File: config.mk
export PLATFORM = sky130hd
export DESIGN_NAME = trl_loader
export DESIGN_NICKNAME = d
export VERILOG_FILES = /design/src/rtl/trl_pkg.sv /design/src/rtl/trl_precheck.sv /design/src/rtl/trl_desc_eval.sv /design/src/rtl/trl_loader.sv
export SDC_FILE = /design/constraint.sdc
export NUM_CORES = 1
export LEC_CHECK = 0
export CAP_MARGIN = 20
export CORE_UTILIZATION = 30
export DETAILED_ROUTE_END_ITERATION = 10
export DONT_BUFFER_PORTS = 1
export GPL_ROUTABILITY_DRIVEN = 0
export HOLD_SLACK_MARGIN = 0.12
export SLEW_MARGIN = 20
export SYNTH_ARGS = -nofsm -noshare
export SYNTH_HDL_FRONTEND = slang
export SYNTH_SLANG_ARGS = --single-unit
File: constraint.sdc
create_clock -name clk -period 3 [get_ports clk]
set_input_delay 0.3 -clock clk [delete_from_list [all_inputs] [get_ports clk]]
set_output_delay 0.3 -clock clk [all_outputs]
set_load 0.05 [all_outputs]
File: src/rtl/trl_pkg.sv
package trl_pkg;
    typedef enum logic [2:0] {
        ST_IDLE, ST_RD_LO, ST_RD_HI, ST_EVAL, ST_WRITE, ST_DONE, ST_FAULT
    } trl_state_e;

    localparam logic [1:0] FK_NONE    = 2'd0;
    localparam logic [1:0] FK_GP_ZERO = 2'd1;
    localparam logic [1:0] FK_GP_SEL  = 2'd2;
    localparam logic [1:0] FK_NP_SEL  = 2'd3;

    localparam int        WORD_W     = 64;
    localparam int        BUSY_BIT   = 41;
    localparam logic [3:0] TSS_FREE16 = 4'd1;
    localparam logic [3:0] TSS_FREE32 = 4'd9;
endpackage

File: src/rtl/trl_precheck.sv
module trl_precheck
    import trl_pkg::*;
#(
    parameter int TLIM_W = 16
) (
    input  logic [1:0]        cpl,
    input  logic [15:0]       sel,
    input  logic              long_mode,
    input  logic [TLIM_W-1:0] tbl_limit,
    output logic              pre_fault,
    output logic [1:0]        pre_kind
);
    localparam int OFF_W = ((TLIM_W > 16) ? TLIM_W : 16) + 1;

    logic [OFF_W-1:0] last_byte;
    logic             out_of_table;

    always_comb begin
        last_byte    = OFF_W'({sel[15:3], 3'b000}) + (long_mode ? OFF_W'(15) : OFF_W'(7));
        out_of_table = sel[2] || (last_byte > OFF_W'(tbl_limit));
        pre_fault    = 1'b1;
        pre_kind     = FK_GP_ZERO;
        if (cpl != 2'd0) begin
            pre_kind = FK_GP_ZERO;
        end else if (sel[15:2] == 14'd0) begin
            pre_kind = FK_GP_ZERO;
        end else if (out_of_table) begin
            pre_kind = FK_GP_SEL;
        end else begin
            pre_fault = 1'b0;
            pre_kind  = FK_NONE;
        end
    end
endmodule

File: src/rtl/trl_desc_eval.sv
module trl_desc_eval
    import trl_pkg::*;
#(
    parameter int ADDR_W = 64
) (
    input  logic [WORD_W-1:0] d_lo,
    input  logic [WORD_W-1:0] d_hi,
    input  logic              long_mode,
    output logic              bad_type,
    output logic              not_present,
    output logic [WORD_W-1:0] busy_word,
    output logic [ADDR_W-1:0] base,
    output logic [31:0]       limit
);
    logic [3:0]  kind;
    logic [19:0] raw_lim;
    logic [63:0] full_base;

    always_comb begin
        kind        = d_lo[43:40];
        bad_type    = d_lo[44] || !((kind == TSS_FREE32) ||
                                     ((kind == TSS_FREE16) && !long_mode));
        not_present = !d_lo[47];
        busy_word   = d_lo;
        busy_word[BUSY_BIT] = 1'b1;
        raw_lim     = {d_lo[51:48], d_lo[15:0]};
        limit       = d_lo[55] ? {raw_lim, 12'hFFF} : {12'd0, raw_lim};
        full_base   = {(long_mode ? d_hi[31:0] : 32'd0), d_lo[63:56], d_lo[39:16]};
        base        = full_base[ADDR_W-1:0];
    end
endmodule

File: src/rtl/trl_loader.sv
module trl_loader
    import trl_pkg::*;
#(
    parameter int ADDR_W = 64,
    parameter int TLIM_W = 16
) (
    input  logic              clk,
    input  logic              rst_n,
    input  logic              start,
    input  logic [15:0]       sel_in,
    input  logic [1:0]        cpl,
    input  logic              long_mode,
    input  logic [ADDR_W-1:0] gdt_base,
    input  logic [TLIM_W-1:0] gdt_limit,
    output logic              mem_req,
    output logic              mem_we,
    output logic              mem_lock,
    output logic [ADDR_W-1:0] mem_addr,
    output logic [63:0]       mem_wdata,
    input  logic [63:0]       mem_rdata,
    input  logic              mem_ack,
    output logic              done,
    output logic              fault,
    output logic [1:0]        fault_kind,
    output logic [15:0]       err_code,
    output logic [15:0]       tr_sel,
    output logic [ADDR_W-1:0] tr_base,
    output logic [31:0]       tr_limit
);
    localparam logic [ADDR_W-1:0] HI_STEP = ADDR_W'(8);

    trl_state_e        state, nxt;
    logic [15:0]       sel_q;
    logic              long_q;
    logic [ADDR_W-1:0] addr_q;
    logic [63:0]       d_lo, d_hi;
    logic [1:0]        kind_q;
    logic [15:0]       code_q;

    logic              pre_fault;
    logic [1:0]        pre_kind;
    logic              bad_type, not_present;
    logic [63:0]       busy_word;
    logic [ADDR_W-1:0] desc_base;
    logic [31:0]       desc_limit;

    trl_precheck #(.TLIM_W(TLIM_W)) u_pre (
        .cpl(cpl), .sel(sel_in), .long_mode(long_mode), .tbl_limit(gdt_limit),
        .pre_fault(pre_fault), .pre_kind(pre_kind)
    );

    trl_desc_eval #(.ADDR_W(ADDR_W)) u_eval (
        .d_lo(d_lo), .d_hi(d_hi), .long_mode(long_q),
        .bad_type(bad_type), .not_present(not_present), .busy_word(busy_word),
        .base(desc_base), .limit(desc_limit)
    );

    // state register
    always_ff @(posedge clk) begin
        if (!rst_n) state <= ST_IDLE;
        else        state <= nxt;
    end

    always_comb begin
        nxt = state;
        unique case (state)
            ST_IDLE:  if (start) nxt = pre_fault ? ST_FAULT : ST_RD_LO;
            ST_RD_LO: if (mem_ack) nxt = long_q ? ST_RD_HI : ST_EVAL;
            ST_RD_HI: if (mem_ack) nxt = ST_EVAL;
            ST_EVAL:  nxt = (bad_type || not_present) ? ST_FAULT : ST_WRITE;
            ST_WRITE: if (mem_ack) nxt = ST_DONE;
            ST_DONE:  nxt = ST_IDLE;
            ST_FAULT: nxt = ST_IDLE;
            default:  nxt = ST_IDLE;
        endcase
    end

    // datapath registers
    always_ff @(posedge clk) begin
        if (!rst_n) begin
            sel_q    <= '0;
            long_q   <= 1'b0;
            addr_q   <= '0;
            d_lo     <= '0;
            d_hi     <= '0;
            kind_q   <= FK_NONE;
            code_q   <= '0;
            tr_sel   <= '0;
            tr_base  <= '0;
            tr_limit <= '0;
        end else begin
            if (state == ST_IDLE && start) begin
                sel_q  <= sel_in;
                long_q <= long_mode;
                addr_q <= gdt_base + ADDR_W'({sel_in[15:3], 3'b000});
                d_lo   <= '0;
                d_hi   <= '0;
                kind_q <= pre_kind;
                code_q <= (pre_kind == FK_GP_SEL) ? {sel_in[15:2], 2'b00} : 16'd0;
            end
            if (state == ST_RD_LO && mem_ack) d_lo <= mem_rdata;
            if (state == ST_RD_HI && mem_ack) d_hi <= mem_rdata;
            if (state == ST_EVAL) begin
                kind_q <= bad_type ? FK_GP_SEL : (not_present ? FK_NP_SEL : FK_NONE);
                code_q <= {sel_q[15:2], 2'b00};
            end
            if (state == ST_WRITE && mem_ack) begin
                tr_sel   <= sel_q;
                tr_base  <= desc_base;
                tr_limit <= desc_limit;
            end
        end
    end

    // outputs
    always_comb begin
        mem_req    = 1'b0;
        mem_we     = 1'b0;
        mem_lock   = 1'b0;
        mem_addr   = addr_q;
        mem_wdata  = busy_word;
        done       = 1'b0;
        fault      = 1'b0;
        unique case (state)
            ST_RD_LO: begin mem_req = 1'b1; mem_lock = 1'b1; end
            ST_RD_HI: begin mem_req = 1'b1; mem_lock = 1'b1; mem_addr = addr_q + HI_STEP; end
            ST_EVAL:  mem_lock = 1'b1;
            ST_WRITE: begin mem_req = 1'b1; mem_we = 1'b1; mem_lock = 1'b1; end
            ST_DONE:  done = 1'b1;
            ST_FAULT: fault = 1'b1;
            default:  ;
        endcase
        fault_kind = kind_q;
        err_code   = code_q;
    end

    AST_WE_UNDER_LOCK: assert property (@(posedge clk) disable iff (!rst_n)
        mem_we |-> mem_lock);
    AST_REQ_HELD: assert property (@(posedge clk) disable iff (!rst_n)
        (mem_req && !mem_ack) |=> (mem_req && $stable(mem_addr) && $stable(mem_we)));
    AST_WRITE_MARKS_BUSY: assert property (@(posedge clk) disable iff (!rst_n)
        mem_we |-> mem_wdata[BUSY_BIT]);
    AST_PRIV_FIRST: assert property (@(posedge clk) disable iff (!rst_n)
        (state == ST_IDLE && start && cpl != 2'd0) |=> (fault && fault_kind == FK_GP_ZERO && !mem_req));
    AST_DONE_AFTER_WRITE: assert property (@(posedge clk) disable iff (!rst_n)
        done |-> $past(mem_we && mem_ack));
    AST_FAULT_UNLOCKED: assert property (@(posedge clk) disable iff (!rst_n)
        fault |-> (!mem_lock && !mem_req && fault_kind != FK_NONE));
    AST_ONE_OUTCOME: assert property (@(posedge clk) disable iff (!rst_n)
        !(done && fault));
    AST_TR_KEPT_ON_FAULT: assert property (@(posedge clk) disable iff (!rst_n)
        fault |-> ($stable(tr_sel) && $stable(tr_limit)));
endmodule

==> impl_metrics.yaml <==
run_status:
  outcome: "complete, but fails checks"
  violations: "negative setup slack"
critical_path:
  crit_path_frequent_cell: "nand4_1"
  endpoint: "mem_addr[52]"
  r2r_slack_ns: 0.39
  required_ns: 2.70
  crit_path_max_incr_delay_ns: 0.55
  worstPathArrival_ns: 3.05
  crit_fanout: 6
  crit_start: "addr_q[16]"
  critPathKind: "reg2out"
  crit_cells: 8
  cp-end-kind: "output port"
  crit_chain: "nand4_1 -> or4_4 -> or3_4 -> nor3_2 -> buf_4 -> nand4_1 -> xnor2_2 -> buf_12"
  r2r_cells: 7
  reg2reg_to: "addr_q[22]"
  reg2reg_from: "state[2]"
  critPathSlowestCell: "or4_4"
  worst-path-buf-inv: 2
  startpoint_type: "flip-flop"
  path_delay_family: "simple AND/OR/NAND/NOR gates"
flow_run:
  cap_violations: 0
timing:
  rsz0062_at_grt: "true"
  relSlewSlack: 0.3114
  fmax_ghz: 0.2986
  hold_viol_final: 0
  worst_pin_slew_ns: 1.029
  timing.final.ws_setup_ns: -0.3491
  drv_slew: 0
  fin_crit_sh: 1.116
  fin_skew_ns: 0.02203
  layout_min_cycle_time_ns: 3.349
  setup_violations: 37
grt:
  grt_pass1_wl_um: 83070
  track_usage: 0.2078
  antenna_found_initial: 0
  grt_max_degree: 122
  grt_pass1_vias: 14140
  grt-ovfl-total: 0
synth:
  synth.top_cell.area_share: 0.4106
  yosys.area.top_type: "dfxtp_1"
  synth_top_family_by_area: "simple AND/OR/NAND/NOR gates"
  synth.area.top_cells: "dfxtp_1 41%, nand2_1 7.8%, a21oi_1 7.2%, xnor2_1 4.5%, nand3_1 4.5%"
  syn_avg_cell_area_um2: 7.857
  async_flop_share: 0
  synth-main-ff-cell: "dfxtp_1"
  synth-edff-count: 0
  synth.yosys.seq_area_share: 0.4106
  synthAdderAreaFrac: 0.02550
  yosysUniqueCellTypes: 61
  netlist_instances: 1911
  muxShareOfSynthArea: 0.008083
  yosys_warnings: 0
  synth-compound-area-share: 0.1803
  synthSimpleGateAreaFrac: 0.2345
  netlist_area_um2: 15020
  synth_xor_area_frac: 0.06299
  ys_seq_elements: 308
routing:
  detail_route.wl_per_cell_um: 20.33
  ant_nets: 0
  wirelength_um: 55730
  dr.pass1.iters: 5
  route.detailed.drc: 0
  vias_per_cell: 5.439
  vias: 14910
  drt_iter0_markers: 1115
power_and_ir_drop:
  power_leakage_nw: 7.277
  power.density_nw_per_um2: 735.0
  ir_drop_uv: 453.1
floorplan:
  initial_utilization: 0.3055
  dieArea_um2: 50950
  fp.dieW_um: 225.7
  boundaryPins: 430
  core_um2: 49150
  rows: 81
  die_h_um: 225.7
placed_design:
  io_buffers: 0
  place_area_um2: 16320
  post-place-ws_ns: -0.07454
  dp_hpwl_um: 37810
  dp.cells: 2503
cts:
  htreeDepth: 2
  cts_tree: "yes"
  clkLatencyLatePin_ns: 0.53
  max-clock-path-buffers: 3
  clk_pin_slew_ns: 0.06
  clkSinkCount: 308
  clockRootBuffer: "clkbuf_16"
  cts-buffers-inserted: 36
cells_and_area:
  post-route-util: 0.4024
  nets: 2250
  layout-drive-gt1-share: 0.1528
  area_delta_synth_final_pct: 31.71
  post-route-cell-area_um2: 19780
  fin_cells: 2741
hold_path:
  hold_class: "in2reg"
-- power by group --
group | switching (mW) | internal, mW | total, mW
Combinational | 2.93 | 1.66 | 4.59
Sequential | 0.958 | 4.56 | 5.52
Clock | 1.77 | 2.66 | 4.43
-- what timing repair did --
item / CTS / global route
hold buffers: 147 / 0
buffers inserted: 20 / 12
setup endpoints to repair: 42 / 59
pin swaps: 34 / 28
endpoints found under the hold margin: 188 / 0
resized for setup: 80 / 36
-- through the flow --
step                hold WS [ns]  power [mW]  setup TNS, ns
detailed placement        0.4436       9.791       -0.09659
CTS                       0.1245       14.56         -8.133
finish                    0.1602       14.54         -5.403
floorplan                 0.4322       8.246              0
global route              0.1642       15.19         -9.566
global placement          0.4374       9.720              0
-- per-layer routing --
| layer | track usage | part of all wire |
|---|---|---|
| met5 | 0 | 0 |
| met4 | 0.07307 | 0.029 |
| met3 | 0.06180 | 0.094 |
| met2 | 0.3371 | 0.47 |
| met1 | 0.2598 | 0.41 |
-- worst min-delay path, cell delays in order --
cell and delay [ns]:
nand4_1 0.07, a2111oi_0 0.07, xnor2_1 0.14, a21oi_1 0.06
-- state kept, by name (all words and copies together) (netlist names), 3 cells and up --
register  count
sel_q        16
tr_sel       16
tr_base      64
tr_limit     32
err_code     14
d_lo         64
d_hi         32
state         3
addr_q       64
-- cells by family (layout without fill, tap and decap cells) --
| kind of cell | Yosys count | count (layout) |
|---|---|---|
| xor+xnor | 108 | 108 |
| buf+inv | 240 | 402 |
| other cells | 2 | 6 |
| compound gates | 449 | 449 |
| flops | 308 | 308 |
| mux | 12 | 12 |
| simple gates | 762 | 762 |
| fa+ha+maj | 30 | 30 |
-- cells in the final DEF, fill, tap and decap left out, drive strengths merged, types with 4 or more instances in the layout --
cell type / n
nand2: 312
dfxtp: 308
a21oi: 215
buf: 156
dlygate4sd3: 146
nor2: 140
nand3: 135
xnor2: 78
a22oi: 77
o21ai: 52
clkbuf: 52
nor3: 50
inv: 43
nand4: 41
xor2: 30
ha: 29
a211oi: 28
o22ai: 17
and3: 13
a2111oi: 13
mux2i: 11
nand2b: 10
nor4: 10
and2: 10
or3: 9
a31oi: 8
a21o: 7
or4: 7
o31ai: 6
and4: 6
nor2b: 5
o21a: 5
o211ai: 5
o2111ai: 5
nor3b: 4
-- how the worst min path moves through the flow --
stage	to	slack, ns	from	cells after the start
after global routing	fault_kind[0]	0.16	rst_n	2
final	addr_q[48]	0.16	gdt_base[36]	4
after detailed placement	addr_q[1]	0.44	gdt_base[1]	2
after CTS	addr_q[49]	0.12	gdt_base[45]	4
after global placement	d_hi[4]	0.44	mem_rdata[4]	2
after floorplan	tr_sel[0]	0.43	sel_q[0]	2
-- Yosys cell counts (29+ instances only) --
library cell  instances
clkbuf_1            117
inv_1                41
nor3_1               48
xnor2_1              78
nand4_1              39
a22oi_1              77
a21oi_1             215
dfxtp_1             308
nand3_1             135
buf_4                69
nand2_1             312
nor2_1              140
o21ai_0              52
ha_1                 29
xor2_1               30
-- cell type report --
type / count / area [µm²]
multi-input cells: 1364 / 8342
clock inverters: 7 / 95.09
repair buffers: 302 / 3072
clock buffers: 52 / 1082
fillers: 4855 / 29380
well taps: 664 / 830.8
diodes: 3 / 7.507
inverters: 41 / 161.4
flip-flops and latches: 308 / 6187
(Power assumes the default switching activity.)
